[src/rtl/frame_pkt_pkg.sv]
package frame_pkt_pkg;

  typedef enum logic [1:0] {
    ST_IDLE = 2'd0,
    ST_BODY = 2'd1,
    ST_TAIL = 2'd2
  } fmt_state_e;

  // Opening marker: top bit clear, kind bit, bit5 clear, reserved bit4 clear, size code.
  function automatic logic [7:0] open_marker(input logic dump, input logic [3:0] code);
    return {1'b0, dump, 1'b0, 1'b0, code};
  endfunction

  // Closing marker: top bit clear, kind bit, bit5 set, remaining bits reserved zero.
  function automatic logic [7:0] close_marker(input logic dump);
    return {1'b0, dump, 1'b1, 5'b00000};
  endfunction

  // Payload: top bit set, the seven upper pixel bits below it.
  function automatic logic [7:0] pixel_byte(input logic [7:0] pix);
    return {1'b1, pix[7:1]};
  endfunction

endpackage

[src/rtl/frame_side_lut.sv]
module frame_side_lut #(
  parameter int SIDE_BASE = 190,
  parameter int SIDE_STEP = 2,
  parameter int SIDE_MAX  = 210,
  parameter int LEN_W     = 16
) (
  input  logic [3:0]       code_i,
  output logic [LEN_W-1:0] pixels_o
);

  logic [LEN_W-1:0] tbl [16];

  for (genvar g = 0; g < 16; g++) begin : g_entry
    localparam int RAW  = SIDE_BASE + SIDE_STEP * g;
    localparam int SIDE = (RAW > SIDE_MAX) ? SIDE_MAX : RAW;
    assign tbl[g] = LEN_W'(SIDE * SIDE);
  end

  assign pixels_o = tbl[code_i];

endmodule

[src/rtl/pixel_prefetch.sv]
module pixel_prefetch #(
  parameter int ADDR_W = 16,
  parameter int LEN_W  = 16
) (
  input  logic              clk,
  input  logic              rst,
  input  logic              enable_i,
  input  logic [LEN_W-1:0]  len_i,
  input  logic              out_valid_i,
  input  logic              out_accept_i,
  input  logic              take_i,
  output logic              mem_rd_o,
  output logic [ADDR_W-1:0] mem_addr_o,
  input  logic [7:0]        mem_data_i,
  output logic              avail_o,
  output logic [7:0]        pix_o
);

  logic [LEN_W-1:0] fetch_idx;
  logic             rd_pend;
  logic             pf_valid;
  logic [7:0]       pf_data;
  logic [2:0]       items;
  logic             issue;

  // Bytes held downstream after this cycle's acceptance: output slot, buffer, read in flight.
  always_comb begin
    items = {2'b00, out_valid_i} + {2'b00, pf_valid} + {2'b00, rd_pend}
          - {2'b00, out_accept_i};
    issue = enable_i && (fetch_idx < len_i) && (items < 3'd2);
  end

  assign mem_rd_o   = issue;
  assign mem_addr_o = fetch_idx[ADDR_W-1:0];
  assign avail_o    = pf_valid || rd_pend;
  assign pix_o      = pf_valid ? pf_data : mem_data_i;

  always_ff @(posedge clk) begin
    if (rst || !enable_i) begin
      fetch_idx <= '0;
      rd_pend   <= 1'b0;
      pf_valid  <= 1'b0;
      pf_data   <= '0;
    end else begin
      rd_pend <= issue;
      if (issue) fetch_idx <= fetch_idx + 1'b1;
      if (take_i) begin
        if (pf_valid) begin
          pf_valid <= rd_pend;
          if (rd_pend) pf_data <= mem_data_i;
        end
      end else if (rd_pend) begin
        pf_valid <= 1'b1;
        pf_data  <= mem_data_i;
      end
    end
  end

  AST_PF_NO_OVERFLOW: assert property (@(posedge clk) disable iff (rst)
    (rd_pend && pf_valid) |-> take_i);

  AST_ADDR_IN_RANGE: assert property (@(posedge clk) disable iff (rst)
    mem_rd_o |-> (LEN_W'(mem_addr_o) < len_i));

endmodule

[src/rtl/frame_pkt_fmt.sv]
module frame_pkt_fmt
  import frame_pkt_pkg::*;
#(
  parameter int SIDE_BASE = 190,
  parameter int SIDE_STEP = 2,
  parameter int SIDE_MAX  = 210,
  localparam int MAX_PIX  = SIDE_MAX * SIDE_MAX,
  localparam int LEN_W    = $clog2(MAX_PIX + 1),
  localparam int ADDR_W   = $clog2(MAX_PIX)
) (
  input  logic              clk,
  input  logic              rst,
  input  logic              start_i,
  input  logic              dump_mode_i,
  input  logic [3:0]        size_code_i,
  input  logic [LEN_W-1:0]  dec_len_i,
  output logic              mem_rd_o,
  output logic [ADDR_W-1:0] mem_addr_o,
  input  logic [7:0]        mem_data_i,
  output logic [7:0]        tx_data_o,
  output logic              tx_valid_o,
  input  logic              tx_ready_i,
  output logic              done_o
);

  fmt_state_e       state;
  logic             mode_q;
  logic [LEN_W-1:0] len_q;
  logic [LEN_W-1:0] loaded;
  logic [7:0]       tx_data_q;
  logic             tx_valid_q;
  logic             done_q;

  logic [LEN_W-1:0] frame_pixels;
  logic [LEN_W-1:0] dec_len_clamped;
  logic             out_free;
  logic             out_accept;
  logic             avail;
  logic [7:0]       pix;
  logic             take;

  frame_side_lut #(
    .SIDE_BASE(SIDE_BASE),
    .SIDE_STEP(SIDE_STEP),
    .SIDE_MAX (SIDE_MAX),
    .LEN_W    (LEN_W)
  ) u_lut (
    .code_i  (size_code_i),
    .pixels_o(frame_pixels)
  );

  assign dec_len_clamped = (dec_len_i > LEN_W'(MAX_PIX)) ? LEN_W'(MAX_PIX) : dec_len_i;
  assign out_accept      = tx_valid_q && tx_ready_i;
  assign out_free        = !tx_valid_q || tx_ready_i;
  assign take            = (state == ST_BODY) && out_free && avail;

  pixel_prefetch #(
    .ADDR_W(ADDR_W),
    .LEN_W (LEN_W)
  ) u_fetch (
    .clk         (clk),
    .rst         (rst),
    .enable_i    (state == ST_BODY),
    .len_i       (len_q),
    .out_valid_i (tx_valid_q),
    .out_accept_i(out_accept),
    .take_i      (take),
    .mem_rd_o    (mem_rd_o),
    .mem_addr_o  (mem_addr_o),
    .mem_data_i  (mem_data_i),
    .avail_o     (avail),
    .pix_o       (pix)
  );

  always_ff @(posedge clk) begin
    if (rst) begin
      state      <= ST_IDLE;
      mode_q     <= 1'b0;
      len_q      <= '0;
      loaded     <= '0;
      tx_data_q  <= '0;
      tx_valid_q <= 1'b0;
      done_q     <= 1'b0;
    end else begin
      done_q <= 1'b0;
      unique case (state)
        ST_IDLE: begin
          if (start_i) begin
            mode_q     <= dump_mode_i;
            len_q      <= dump_mode_i ? frame_pixels : dec_len_clamped;
            loaded     <= '0;
            tx_data_q  <= open_marker(dump_mode_i, size_code_i);
            tx_valid_q <= 1'b1;
            state      <= ST_BODY;
          end
        end
        ST_BODY: begin
          if (out_free) begin
            if (avail) begin
              tx_data_q  <= pixel_byte(pix);
              tx_valid_q <= 1'b1;
              loaded     <= loaded + 1'b1;
            end else if (loaded == len_q) begin
              tx_data_q  <= close_marker(mode_q);
              tx_valid_q <= 1'b1;
              state      <= ST_TAIL;
            end else begin
              tx_valid_q <= 1'b0;
            end
          end
        end
        ST_TAIL: begin
          if (tx_ready_i) begin
            tx_valid_q <= 1'b0;
            done_q     <= 1'b1;
            state      <= ST_IDLE;
          end
        end
        default: state <= ST_IDLE;
      endcase
    end
  end

  assign tx_data_o  = tx_data_q;
  assign tx_valid_o = tx_valid_q;
  assign done_o     = done_q;

  AST_HOLD_STABLE: assert property (@(posedge clk) disable iff (rst)
    (tx_valid_q && !tx_ready_i) |=> (tx_valid_q && $stable(tx_data_q)));

  AST_OPEN_RESERVED: assert property (@(posedge clk) disable iff (rst)
    (tx_valid_q && !tx_data_q[7]) |-> !tx_data_q[4]);

  AST_CLOSE_RESERVED: assert property (@(posedge clk) disable iff (rst)
    (tx_valid_q && !tx_data_q[7] && tx_data_q[5]) |-> (tx_data_q[4:0] == 5'd0));

  AST_DONE_ONE_CYCLE: assert property (@(posedge clk) disable iff (rst)
    done_q |=> !done_q);

  AST_START_IGNORED: assert property (@(posedge clk) disable iff (rst)
    ((state != ST_IDLE) && start_i) |=> ($stable(len_q) && $stable(mode_q)));

  AST_LEN_LIMIT: assert property (@(posedge clk) disable iff (rst)
    len_q <= LEN_W'(MAX_PIX));

endmodule

[config.mk]
export PLATFORM = sky130hd
export DESIGN_NAME = frame_pkt_fmt
export DESIGN_NICKNAME = d
export VERILOG_FILES = /design/src/rtl/frame_pkt_pkg.sv /design/src/rtl/frame_side_lut.sv /design/src/rtl/pixel_prefetch.sv /design/src/rtl/frame_pkt_fmt.sv
export SDC_FILE = /design/constraint.sdc
export NUM_CORES = 1
export LEC_CHECK = 0
export BUFFER_PORTS_ARGS = -buffer_cell sky130_fd_sc_hd__clkbuf_2
export CAP_MARGIN = 20
export CORE_MARGIN = 2
export CORE_UTILIZATION = 50
export DETAILED_ROUTE_END_ITERATION = 8
export GPL_ROUTABILITY_DRIVEN = 0
export PLACE_DENSITY_LB_ADDON = 0.12
export SYNTH_ARGS = -nofsm -noshare
export SYNTH_HDL_FRONTEND = slang
export SYNTH_SLANG_ARGS = --single-unit
[constraint.sdc]
create_clock -name clk -period 3.3 [get_ports clk]
set_input_delay 0.495 -clock clk [delete_from_list [all_inputs] [get_ports clk]]
set_output_delay 0.495 -clock clk [all_outputs]
set_load 0.02 [all_outputs]
==> results.cfg <==
[floorplanning]
start_util_pct = 51.2
dieArea_mm2 = 0.00912
io_pins = 60
dieWidth_um = 95.5
die_h_um = 95.5
core_area_mm2 = 0.00818
rows = 33

[grt]
first_global_vias = 3527
antenna_found_initial = 0
grt_usage_pct = 25.6
grt_pass1_wl_um = 17900
grt_overflow_total = 0
grt_max_degree = 23

[logic_synthesis]
synth-xor-area-share_pct = 4.81
synth-edff-count = 0
synth_seq_area_share_pct = 33.5
synth_warnings = 0
yosys.area_share.simple_pct = 23.0
ys_ff_latch = 70
synthMuxAreaShare_pct = 5.11
synthCells = 500
synth_top_cells_by_area = dfxtp_1 (33%), ha_1 (6.9%), nand2_1 (5.0%), xnor2_1 (4.6%), mux2i_1 (4.3%)
synth_adder_area_share_pct = 7.35
async_flop_share_pct = 0
synth.most_common_cell = dfxtp_1
synth_flop_cell = dfxtp_1
synth_common_cells = dfxtp_1 (70), nand2_1 (56), nor2_1 (41)
synth_area_per_cell_um2 = 8.37
netlist_area_mm2 = 0.00419
synth_top_area_share_pct = 33.5
synth_top_family_by_area = simple AND/OR/NAND/NOR gates
synth.distinct_cells = 63
synth_compound_area_share_pct = 21.3
yosys.area.top_type = dfxtp_1
syn_nets = 557

[critical_path]
worst_setup_path_end_kind = primary output
worstPathMaxFanout = 13
worstPathCellList = and2_1 -> ha_1 -> nor2b_1 -> fa_1 -> nor2_1 -> o2111ai_1 -> a21o_2 -> nor2_1 -> clkbuf_2
cp_slowest_cell = fa_1
required_ns = 2.80
crit_path_start_kind = register
r2r_slack_ns = 0.49
critPathMaxStageDelay_ns = 0.43
cpMostUsedCell = nor2_1
crit_arrival_ns = 2.63
crit_type = register to primary output

[clock_tree]
hold_buffers = 0
cts_tree = yes
cts_max_path_buffers = 2
clk_latency_ns = 0.36
cts_made_buffers = 9
cts_root_buf = clkbuf_8
cts_sinks = 70
clk_pin_slew_worst_paths_ns = 0.09
htree_levels = 3

[sta]
fin_ws_ns = 0.172
fin_crit_sh_pct = 94.8
fin_setup_tns_ns = 0
finalHoldViolations = 0
fmax_ghz = 0.320
slew_headroom_pct = 44.2
worstMarginPinSlew_ns = 0.837
period_needed_ns = 3.13
finalSetupViolCount = 0
hold_ws_ns = 0.391
slew_viol_final = 0
clock_skew_ns = 0.0107
rsz0062_at_grt = false

[detailed_routing]
route.detailed.drc = 0
wirelength_um = 11000
wl_per_cell_um = 16.6
drt_iter0_drc = 181
firstDrtPassIters = 4
ant_nets = 0
route.vias.total = 3853
vias_per_cell = 5.79

[min_path]
worstHoldPathType = primary input to register

[layout]
drive_gt1_share_pct = 18.9
n_fill_cell = 758
final_cells = 665
final_nets = 612
fin_area_mm2 = 0.00479
num_antenna_cells = 0
area_growth_syn_to_layout_pct = 14.5
post-route-util_pct = 58.6

[status]
outcome = completed

[placed_design]
dp_hpwl_um = 8320
pre_cts_ws_ns = 0.174
io_buffer_count = 58
dpl_cell_area_mm2 = 0.00457
placed_cells = 649

[power_and_ir_drop]
p_leak_nw = 1.91
fin_total_pwr_mw = 2.05
ir_worst_vdd_uv = 231
power_density_mw_per_mm2 = 427

[job]
maxCapViolCount = 0
worst max-delay path, delay by kind of cell (launching register included):
family	cells	cell delay, ns
buffers and inverters	1	0.19
adders and majority gates	2	0.65
DFF	1	0.41
AOI/OAI and AO/OA	2	0.46
and+or+nand+nor	4	0.56
registers in the layout, indices dropped and copies added, names as in the netlist:
register,cells
u_fetch.pf_data,7
u_fetch.mem_addr_o,16
len_q,16
u_fetch.pf_valid,1
mode_q,1
done_o,1
loaded,16
tx_data_o,8
tx_valid_o,1
u_fetch.rd_pend,1
state,2
routing by layer:
metal,vias to the layer above,GRT usage (%),share of wire (%)
li1,1944,-,-
met1,1793,35.4,47
met2,103,40.3,46
met3,13,3.95,5.7
met4,0,9.40,1.6
met5,-,0,0
layout make-up:
cell class	instances	area, um^2	area share (%)
clock buffer	9	124	2.58
clock inverter	7	97.6	2.04
inverter	29	109	2.27
multi-input combinational	379	2580	53.8
sequential	70	1400	29.2
tap	105	131	2.74
timing repair buffer	66	350	7.31
path summary, 6_finish.rpt:
kind                startpoint  cells past startpoint                     to
setup / recovery    tx_valid_o                      9               mem_rd_o
hold / removal    dec_len_i[0]                      2               len_q[0]
setup reg to reg    tx_valid_o                     10  u_fetch.mem_addr_o[3]
hold reg to reg   tx_data_o[0]                      2           tx_data_o[0]
report_power, final:
group	switching (mW)	total, mW	internal [mW]
sequential	0.0252	0.899	0.874
clock	0.363	0.791	0.428
combinational	0.225	0.355	0.130
cells in the final DEF, fill, tap and decap left out, drive strengths merged, types with 3 or more instances in the layout:
| master | count |
|---|---|
| dfxtp | 70 |
| clkbuf | 67 |
| nand2 | 56 |
| nor2 | 41 |
| inv | 30 |
| a21oi | 28 |
| ha | 23 |
| o21ai | 23 |
| xnor2 | 22 |
| mux2i | 18 |
| nand3 | 12 |
| a31oi | 10 |
| nor3 | 9 |
| o211ai | 9 |
| a211oi | 8 |
| nand4 | 8 |
| and3 | 8 |
| a31o | 8 |
| or3 | 8 |
| buf | 8 |
| nor2b | 7 |
| a32o | 5 |
| nor4b | 5 |
| o22ai | 5 |
| o31ai | 5 |
| or4 | 5 |
| and4 | 4 |
| and2 | 4 |
| a41o | 4 |
| o311ai | 4 |
| nor4 | 4 |
| nor3b | 3 |
| nand2b | 3 |
| mux2 | 3 |
| a221oi | 3 |
| a21o | 3 |
kinds of logic (layout without fill, tap and decap cells):
group | count (synthesis) | in the layout
simple gates | 184 | 184
compound gates | 127 | 127
flops | 70 | 70
buf+inv | 51 | 111
fa+ha+maj | 24 | 24
xor+xnor | 23 | 23
mux | 21 | 21
repair_timing:
| item | in CTS | in global routing |
|---|---|---|
| buffers inserted | 0 | 0 |
| setup endpoints to repair | 0 | 1 |
| gates resized for setup | 0 | 1 |
Note: power is estimated with default switching activity, not from simulation.
